[src/rtl/rob_rename.sv]
module rob_rename #(
  parameter int NARCH   = 16,
  parameter int NPHYS   = 32,
  parameter int DEPTH   = 8,
  parameter int OPW     = 6,
  parameter int PCW     = 32,
  parameter logic [31:0] HANDLER = 32'h8C
) (
  input  logic                     clk,
  input  logic                     rst_n,
  input  logic                     ins_valid,
  input  logic [OPW-1:0]           ins_op,
  input  logic [$clog2(NARCH)-1:0] ins_src1,
  input  logic [$clog2(NARCH)-1:0] ins_src2,
  input  logic [$clog2(NARCH)-1:0] ins_dst,
  input  logic                     ins_wr,
  output logic [$clog2(DEPTH)-1:0] ins_tag,
  output logic [$clog2(NPHYS)-1:0] ins_ps1,
  output logic [$clog2(NPHYS)-1:0] ins_ps2,
  output logic [$clog2(NPHYS)-1:0] ins_pdst,
  output logic [$clog2(NPHYS)-1:0] ins_pold,
  output logic                     ins_rdy1,
  output logic                     ins_rdy2,
  output logic                     full,
  output logic                     empty,
  input  logic                     ex_valid,
  input  logic [$clog2(DEPTH)-1:0] ex_tag,
  input  logic                     done_valid,
  input  logic [$clog2(DEPTH)-1:0] done_tag,
  input  logic                     done_exc,
  output logic                     commit_valid,
  output logic [OPW-1:0]           commit_op,
  output logic [$clog2(NARCH)-1:0] commit_arch,
  output logic                     commit_wr,
  output logic [$clog2(NPHYS)-1:0] commit_pfree,
  output logic                     redirect_valid,
  output logic [PCW-1:0]           redirect_pc
);
  localparam int AW = $clog2(NARCH);
  localparam int PW = $clog2(NPHYS);
  localparam int TW = $clog2(DEPTH);
  localparam int CW = $clog2(DEPTH + 1);

  logic [PW-1:0]    rat [NARCH];
  logic [NPHYS-1:0] freev, prdy;
  logic [DEPTH-1:0] e_use, e_ex, e_done, e_exc, e_wr;
  logic [OPW-1:0]   e_op   [DEPTH];
  logic [AW-1:0]    e_arch [DEPTH];
  logic [PW-1:0]    e_pold [DEPTH];
  logic [PW-1:0]    e_pnew [DEPTH];
  logic [TW-1:0]    head, tail, walk;
  logic [CW-1:0]    cnt;
  logic             flushing, redir_q;
  logic [PW-1:0]    pick;
  logic             head_ok, start_flush, ins_fire;

  always_comb begin
    pick = '0;
    for (int i = NPHYS - 1; i >= 0; i--)
      if (freev[i]) pick = PW'(i);
  end

  assign head_ok      = e_use[head] && e_done[head];
  assign start_flush  = !flushing && head_ok && e_exc[head];
  assign commit_valid = !flushing && head_ok && !e_exc[head];
  assign full         = flushing || start_flush || (cnt == CW'(DEPTH)) || (freev == '0);
  assign empty        = (cnt == '0);
  assign ins_fire     = ins_valid && !full;

  assign ins_tag  = tail;
  assign ins_ps1  = rat[ins_src1];
  assign ins_ps2  = rat[ins_src2];
  assign ins_pold = rat[ins_dst];
  assign ins_pdst = pick;
  assign ins_rdy1 = prdy[ins_ps1];
  assign ins_rdy2 = prdy[ins_ps2];

  assign commit_op    = e_op[head];
  assign commit_arch  = e_arch[head];
  assign commit_wr    = e_wr[head];
  assign commit_pfree = e_pold[head];

  assign redirect_valid = redir_q;
  assign redirect_pc    = PCW'(HANDLER);

  always_ff @(posedge clk) begin
    if (!rst_n) begin
      for (int i = 0; i < NARCH; i++) rat[i] <= PW'(i);
      for (int i = 0; i < NPHYS; i++) freev[i] <= (i >= NARCH);
      prdy <= '1;
      e_use <= '0; e_ex <= '0; e_done <= '0; e_exc <= '0; e_wr <= '0;
      for (int i = 0; i < DEPTH; i++) begin
        e_op[i] <= '0; e_arch[i] <= '0; e_pold[i] <= '0; e_pnew[i] <= '0;
      end
      head <= '0; tail <= '0; walk <= '0; cnt <= '0;
      flushing <= 1'b0; redir_q <= 1'b0;
    end else begin
      redir_q <= 1'b0;
      if (flushing) begin
        if (e_wr[walk]) begin
          freev[e_pnew[walk]] <= 1'b1;
          rat[e_arch[walk]]   <= e_pold[walk];
        end
        e_use[walk] <= 1'b0;
        if (walk == head) begin
          flushing <= 1'b0;
          redir_q  <= 1'b1;
          tail     <= head;
          cnt      <= '0;
        end else begin
          walk <= walk - TW'(1);
        end
      end else begin
        if (start_flush) begin
          flushing <= 1'b1;
          walk     <= tail - TW'(1);
        end
        if (ex_valid && e_use[ex_tag]) e_ex[ex_tag] <= 1'b1;
        if (done_valid && e_use[done_tag] && e_ex[done_tag]) begin
          e_done[done_tag] <= 1'b1;
          e_exc[done_tag]  <= done_exc;
          if (e_wr[done_tag]) prdy[e_pnew[done_tag]] <= 1'b1;
        end
        if (commit_valid) begin
          e_use[head] <= 1'b0;
          head        <= head + TW'(1);
          if (e_wr[head]) freev[e_pold[head]] <= 1'b1;
        end
        if (ins_fire) begin
          e_use[tail]  <= 1'b1;
          e_ex[tail]   <= 1'b0;
          e_done[tail] <= 1'b0;
          e_exc[tail]  <= 1'b0;
          e_wr[tail]   <= ins_wr;
          e_op[tail]   <= ins_op;
          e_arch[tail] <= ins_dst;
          e_pold[tail] <= rat[ins_dst];
          e_pnew[tail] <= pick;
          if (ins_wr) begin
            freev[pick]  <= 1'b0;
            prdy[pick]   <= 1'b0;
            rat[ins_dst] <= pick;
          end
          tail <= tail + TW'(1);
        end
        cnt <= cnt + CW'(ins_fire) - CW'(commit_valid);
      end
    end
  end
endmodule

[config.mk]
export PLATFORM = sky130hd
export DESIGN_NAME = rob_rename
export DESIGN_NICKNAME = d
export VERILOG_FILES = /design/src/rtl/rob_rename.sv
export SDC_FILE = /design/constraint.sdc
export NUM_CORES = 1
export LEC_CHECK = 0
export BUFFER_PORTS_ARGS = -buffer_cell sky130_fd_sc_hd__buf_2
export CAP_MARGIN = 10
export CELL_PAD_IN_SITES_DETAIL_PLACEMENT = 1
export CELL_PAD_IN_SITES_GLOBAL_PLACEMENT = 1
export CORE_UTILIZATION = 35
export DETAILED_ROUTE_END_ITERATION = 16
export PLACE_DENSITY = 0.59
export SYNTH_ARGS = -nofsm -noshare
export SYNTH_HDL_FRONTEND = slang
export SYNTH_SLANG_ARGS = --single-unit
[constraint.sdc]
create_clock -name clk -period 4.8 [get_ports clk]
set_input_delay 0.48 -clock clk [delete_from_list [all_inputs] [get_ports clk]]
set_output_delay 0.48 -clock clk [all_outputs]
set_load 0.02 [all_outputs]
After elaboration in Yosys (flattened, before gate mapping)
Memory sizes are Yosys's and may differ from the RTL's. A register that Yosys moved wholly into a read port is not among the register bits.
Index checks and enable logic that the tools add are counted.

operators by class
  $add $sub $neg = 6
  bitwise gates (word level) = 18
  eq/ne operators = 5
  $lt $le $gt $ge = 20
  mux-type cells = 161
  reductions and logical operators = 38

operators by type and width
  cell                  number
  $mux W32              14
  $mux W5               36
  $mux W8               17
  $or A32 B32 Y32       3
  $mux W3               22
  $and A32 B32 Y32      2
  $mux W1               44
  $and A8 B8 Y8         5
  $lt A5 B6 Y1 const B  6
  $logic_not A32 Y1     1
  $not A32 Y32          1
  $bmux W1 S3           9
  $not A8 Y8            3
  $or A8 B8 Y8          3
  $demux W1 S5          4
  $ge A5 B1 Y1 const B  4
  $lt A3 B4 Y1 const B  5
  $mux W4               5
  $reduce_or A5 Y1      4
  $logic_and A1 B1 Y1   17
  $bwmux W8             2
  $demux W1 S3          5
  $ge A3 B1 Y1 const B  5
  $bmux W1 S5           2
  17 further kinds      29

storage, ports and cells
  bits of input ports = 31
  word-level logic and storage cells = 266
  memories = 5
  RAM bits = 240
  output and inout port bits = 77
  bits in registers = 119

memory list
  memory  words  width  read ports  clocked after memory_dff  write ports  RTL line  text
  rat     16     5      3           0                         16           44        logic [PW-1:0] rat [NARCH];
  e_op    8      6      1           1                         8            47        logic [OPW-1:0] e_op [DEPTH];
  e_pnew  8      5      2           1                         8            50        logic [PW-1:0] e_pnew [DEPTH];
  e_pold  8      5      2           2                         8            49        logic [PW-1:0] e_pold [DEPTH];
  e_arch  8      4      2           2                         8            48        logic [AW-1:0] e_arch [DEPTH];

Depth between registers and ports, before layout
  depth in word-level cells = 41
  gate-level depth with buffers = 15
  depth with buffers taken out = 14

Least setup slack after synthesis
OpenSTA, ideal clock, no wires.

  path type = reg-to-reg
  from = reg head[1]
  to = mem e_arch[4][0] (netlist name), enable pin
  path slack = 0.795 ns
  cell stages (with the launch flop) = 8
  arrival = 3.571 ns
  required time = 4.366 ns
  cells stage by stage = dfxtp_1 clkbuf_1 mux4_2 mux2i_1 nor3_1 nor4_4 nand2_1 o21ai_0

RTL lines
  what                    RTL line  text
  start, declared         51        logic [TW-1:0] head, tail, walk;
  start signal, assigned  126       head <= head + TW'(1);
  end, declared           48

==> summary.txt <==
Setup path
  • Worst Path Buf+Inv: 1
  • CP cell instances: mux4_2 > mux2i_1 > nor3_1 > nor4_4 > nand2_1 > nor3_1 > nand2b_1 > buf_4
  • FF-to-FF setup slack: 500 ps
  • Crit path DAT: 4540 ps
  • Crit Path Category: register to register
  • Worst Setup Start Kind: register
  • Most used cell, CP: nor3_1
  • CP delay by family, top: simple AND/OR/NAND/NOR gates
  • CP required: 5050 ps
  • Crit-path max FO: 23
  • Slowest stage delay, CP: 810 ps
  • Slowest-stage cell, CP: dfxtp_1
  • Crit end category: register

Run
  • Max_cap viols: 0

STA
  • Final Hold Vio Count: 0
  • Min Tclk post-route: 4300 ps
  • Period utilisation layout: 89.5%
  • Rel. slew slack: 19.2%
  • Final setup vio count: 0
  • RSZ-0062 raised after global routing: no
  • TNS Setup: 0 ps
  • Worst Clk Skew: 25.9 ps
  • Setup slack after layout: 505 ps
  • Worst Tran Pin Value: 1210 ps
  • Max Transition Viols Final: 0
  • FMAX: 0.233 GHz

Clocking
  • Hold_buf cts: 0
  • Clock transition at the registers of the reported paths: 60 ps
  • Clk sinks: 365
  • TritonCTS clock tree: done
  • Clk_lat worst skew: 600 ps
  • H-tree levels: 2
  • CTS Buf Count: 44
  • Root buf cell: clkbuf_16
  • Clk buf depth: 3
  • Post_cts resized: 0
  • Post-CTS setup buffer count: 0

Detailed routing
  • Routed WL: 70400 µm
  • DRT iter0 DRCs: 1214
  • DR vias/cell: 5.79
  • DR vias: 15600
  • WL per Instance: 26.1 µm
  • Antenna-violating nets left: 0
  • DRC viols: 0
  • Iteration count of the initial detailed-routing pass: 5

Placement
  • IO buf count: 75
  • Area post-placement: 21800 µm²
  • GP Congestion: 0.861
  • Placed Instances: 2617
  • Pre-CTS setup slack: 576 ps
  • Final HPWL DP: 49500 µm

Logic synthesis
  • Synthesized flop and latch total: 365
  • Mean post-synth cell area: 11.2 µm²
  • Post-synthesis cell type count: 82
  • Synth area leaders: edfxtp_1 35%, mux4_2 16%, dfxtp_1 12%
  • Post-synth EDFFs: 240
  • Top_reg_cell synth: edfxtp_1
  • Post-synth top area share: 35.2%
  • Largest area contributor in the netlist: edfxtp_1
  • Post-synthesis simple-gate area fraction: 15.5%
  • Post-synth ARST share: 0%
  • Post-synthesis sequential area ratio: 47.5%
  • Yosys warning total: 0
  • Post-synthesis xor/xnor area fraction: 0.471%
  • Compound-gate portion of the synthesized area: 9.72%
  • Syn Inst Count: 1826
  • Mux share of post-synthesis cell area: 21.6%
  • Synthesized area: 20400 µm²
  • Synth Area in Adders: 0.649%
  • Largest family of logic cells by synthesized area: multiplexers

Floorplan
  • Initial Utilization: 35.4%
  • I/O Pins: 108
  • # rows: 88
  • DIE AREA: 59400 µm²
  • Die Y-Extent: 244 µm
  • Die W: 244 µm
  • Total core area: 57700 µm²

Pwr
  • Power, Total: 8.44 mW
  • P_leak: 8.32 nW
  • Peak VDD IR: 0.207 mV
  • Power Density: 363 nW/µm²

Global route
  • Vias in the first global route: 16300
  • Antenna violations before repair: 1
  • Largest net degree at the start of global routing: 59
  • First-pass GRT wire length: 106000 µm
  • GRT Total Usage: 23.7%
  • Grt ovf: 0

Min path
  • HP Class: input port to register

Layout
  • FF/Latch Area: 9710 µm²
  • Multi-input logic area: 9940 µm²
  • Final non-filler cell total: 2699
  • Layout fillers: 6252
  • # nets final: 1939
  • Layout cells sized above 1: 21.5%
  • Design Area, Final: 23300 µm²
  • Synth-to-Final Area Change: 13.7%
  • Ant. Diodes: 0

Outcome
  • Status: completed
## tightest hold or removal path, delay by kind of cell
family / cells / cell delay [ps]
simple gates: 1 / 80
buf+inv: 1 / 150
compound gates: 1 / 60
## cells in the final DEF, fill, tap and decap left out, types with 49 or more instances in the layout
master and count:
nand3_1 49, and2_1 56, buf_4 72, a21oi_1 99
nand2_1 121, buf_2 75, mux4_2 142, o21ai_0 54
edfxtp_1 240, nor2_1 272, mux2i_1 92, dfxtp_1 122
## power by group
group / leakage (nW) / switching (mW) / internal [mW]
Sequential: 3.39 / 0.101 / 3.50
Clock: 0.737 / 1.43 / 2.05
Combinational: 4.19 / 0.883 / 0.467
Total: 8.32 / 2.41 / 6.02
## layout make-up
cell class | count | area share, %
Clock inverter | 22 | 1.10
Multi-Input combinational cell | 1287 | 42.7
Tap cell | 765 | 4.12
Sequential cell | 365 | 41.8
Clock buffer | 60 | 5.37
Timing Repair Buffer | 149 | 4.11
Inverter | 51 | 0.823
## synth_stat cells, types with 11 or more instances
master,count
buf_4,34
buf_2,22
a211oi_1,29
nor2_1,272
mux2i_1,92
and3_1,36
nand2_1,121
and2_1,56
dfxtp_1,125
nor2b_1,14
a21oi_1,99
nor4_1,14
clkbuf_1,84
nand2b_1,31
mux4_2,142
edfxtp_1,240
buf_1,12
a31oi_1,11
inv_1,48
nor3_1,32
mux2_2,26
nand3_1,49
o21ai_0,56
## flip-flops by register name, summed over array words and instances, names as in the netlist, 32 cells and up, named ones only
signal / cells
rat: 80
e_pnew: 40
freev: 32
e_op: 48
prdy: 32
e_pold: 40
e_arch: 32
## logic make-up (layout without fill, tap and decap cells)
group | Yosys count | count (layout)
mux | 260 | 260
other cells | 2 | 32
buf+inv | 204 | 282
simple gates | 672 | 672
flops | 365 | 365
fa+ha+maj | 10 | 10
compound gates | 302 | 302
xor+xnor | 11 | 11
## through the flow
step,utilization (%),hold slack [ps]
CTS,40.3,208
global route,40.3,235
global placement,37.7,445
floorplan,-,422
finish,40.3,238
detailed placement,37.7,447
## metal layers
layer	global-route usage, %	routed length, µm	vias to the layer above
li1	-	-	6930
met1	32.5	31400	8166
met2	39.4	34300	444
met3	2.84	3220	83
met4	6.78	1500	2
met5	0	11	-
## path summary, 6_finish.rpt
kind	start	endpoint	cells past startpoint
min	ex_tag[1]	e_ex[6]	3
max reg2reg	head[2]	e_arch[1][0]	8
max	head[2]	e_arch[1][0]	8
min reg2reg	e_done[4]	e_done[4]	2
No activity file was read; power rests on OpenSTA's default activity.
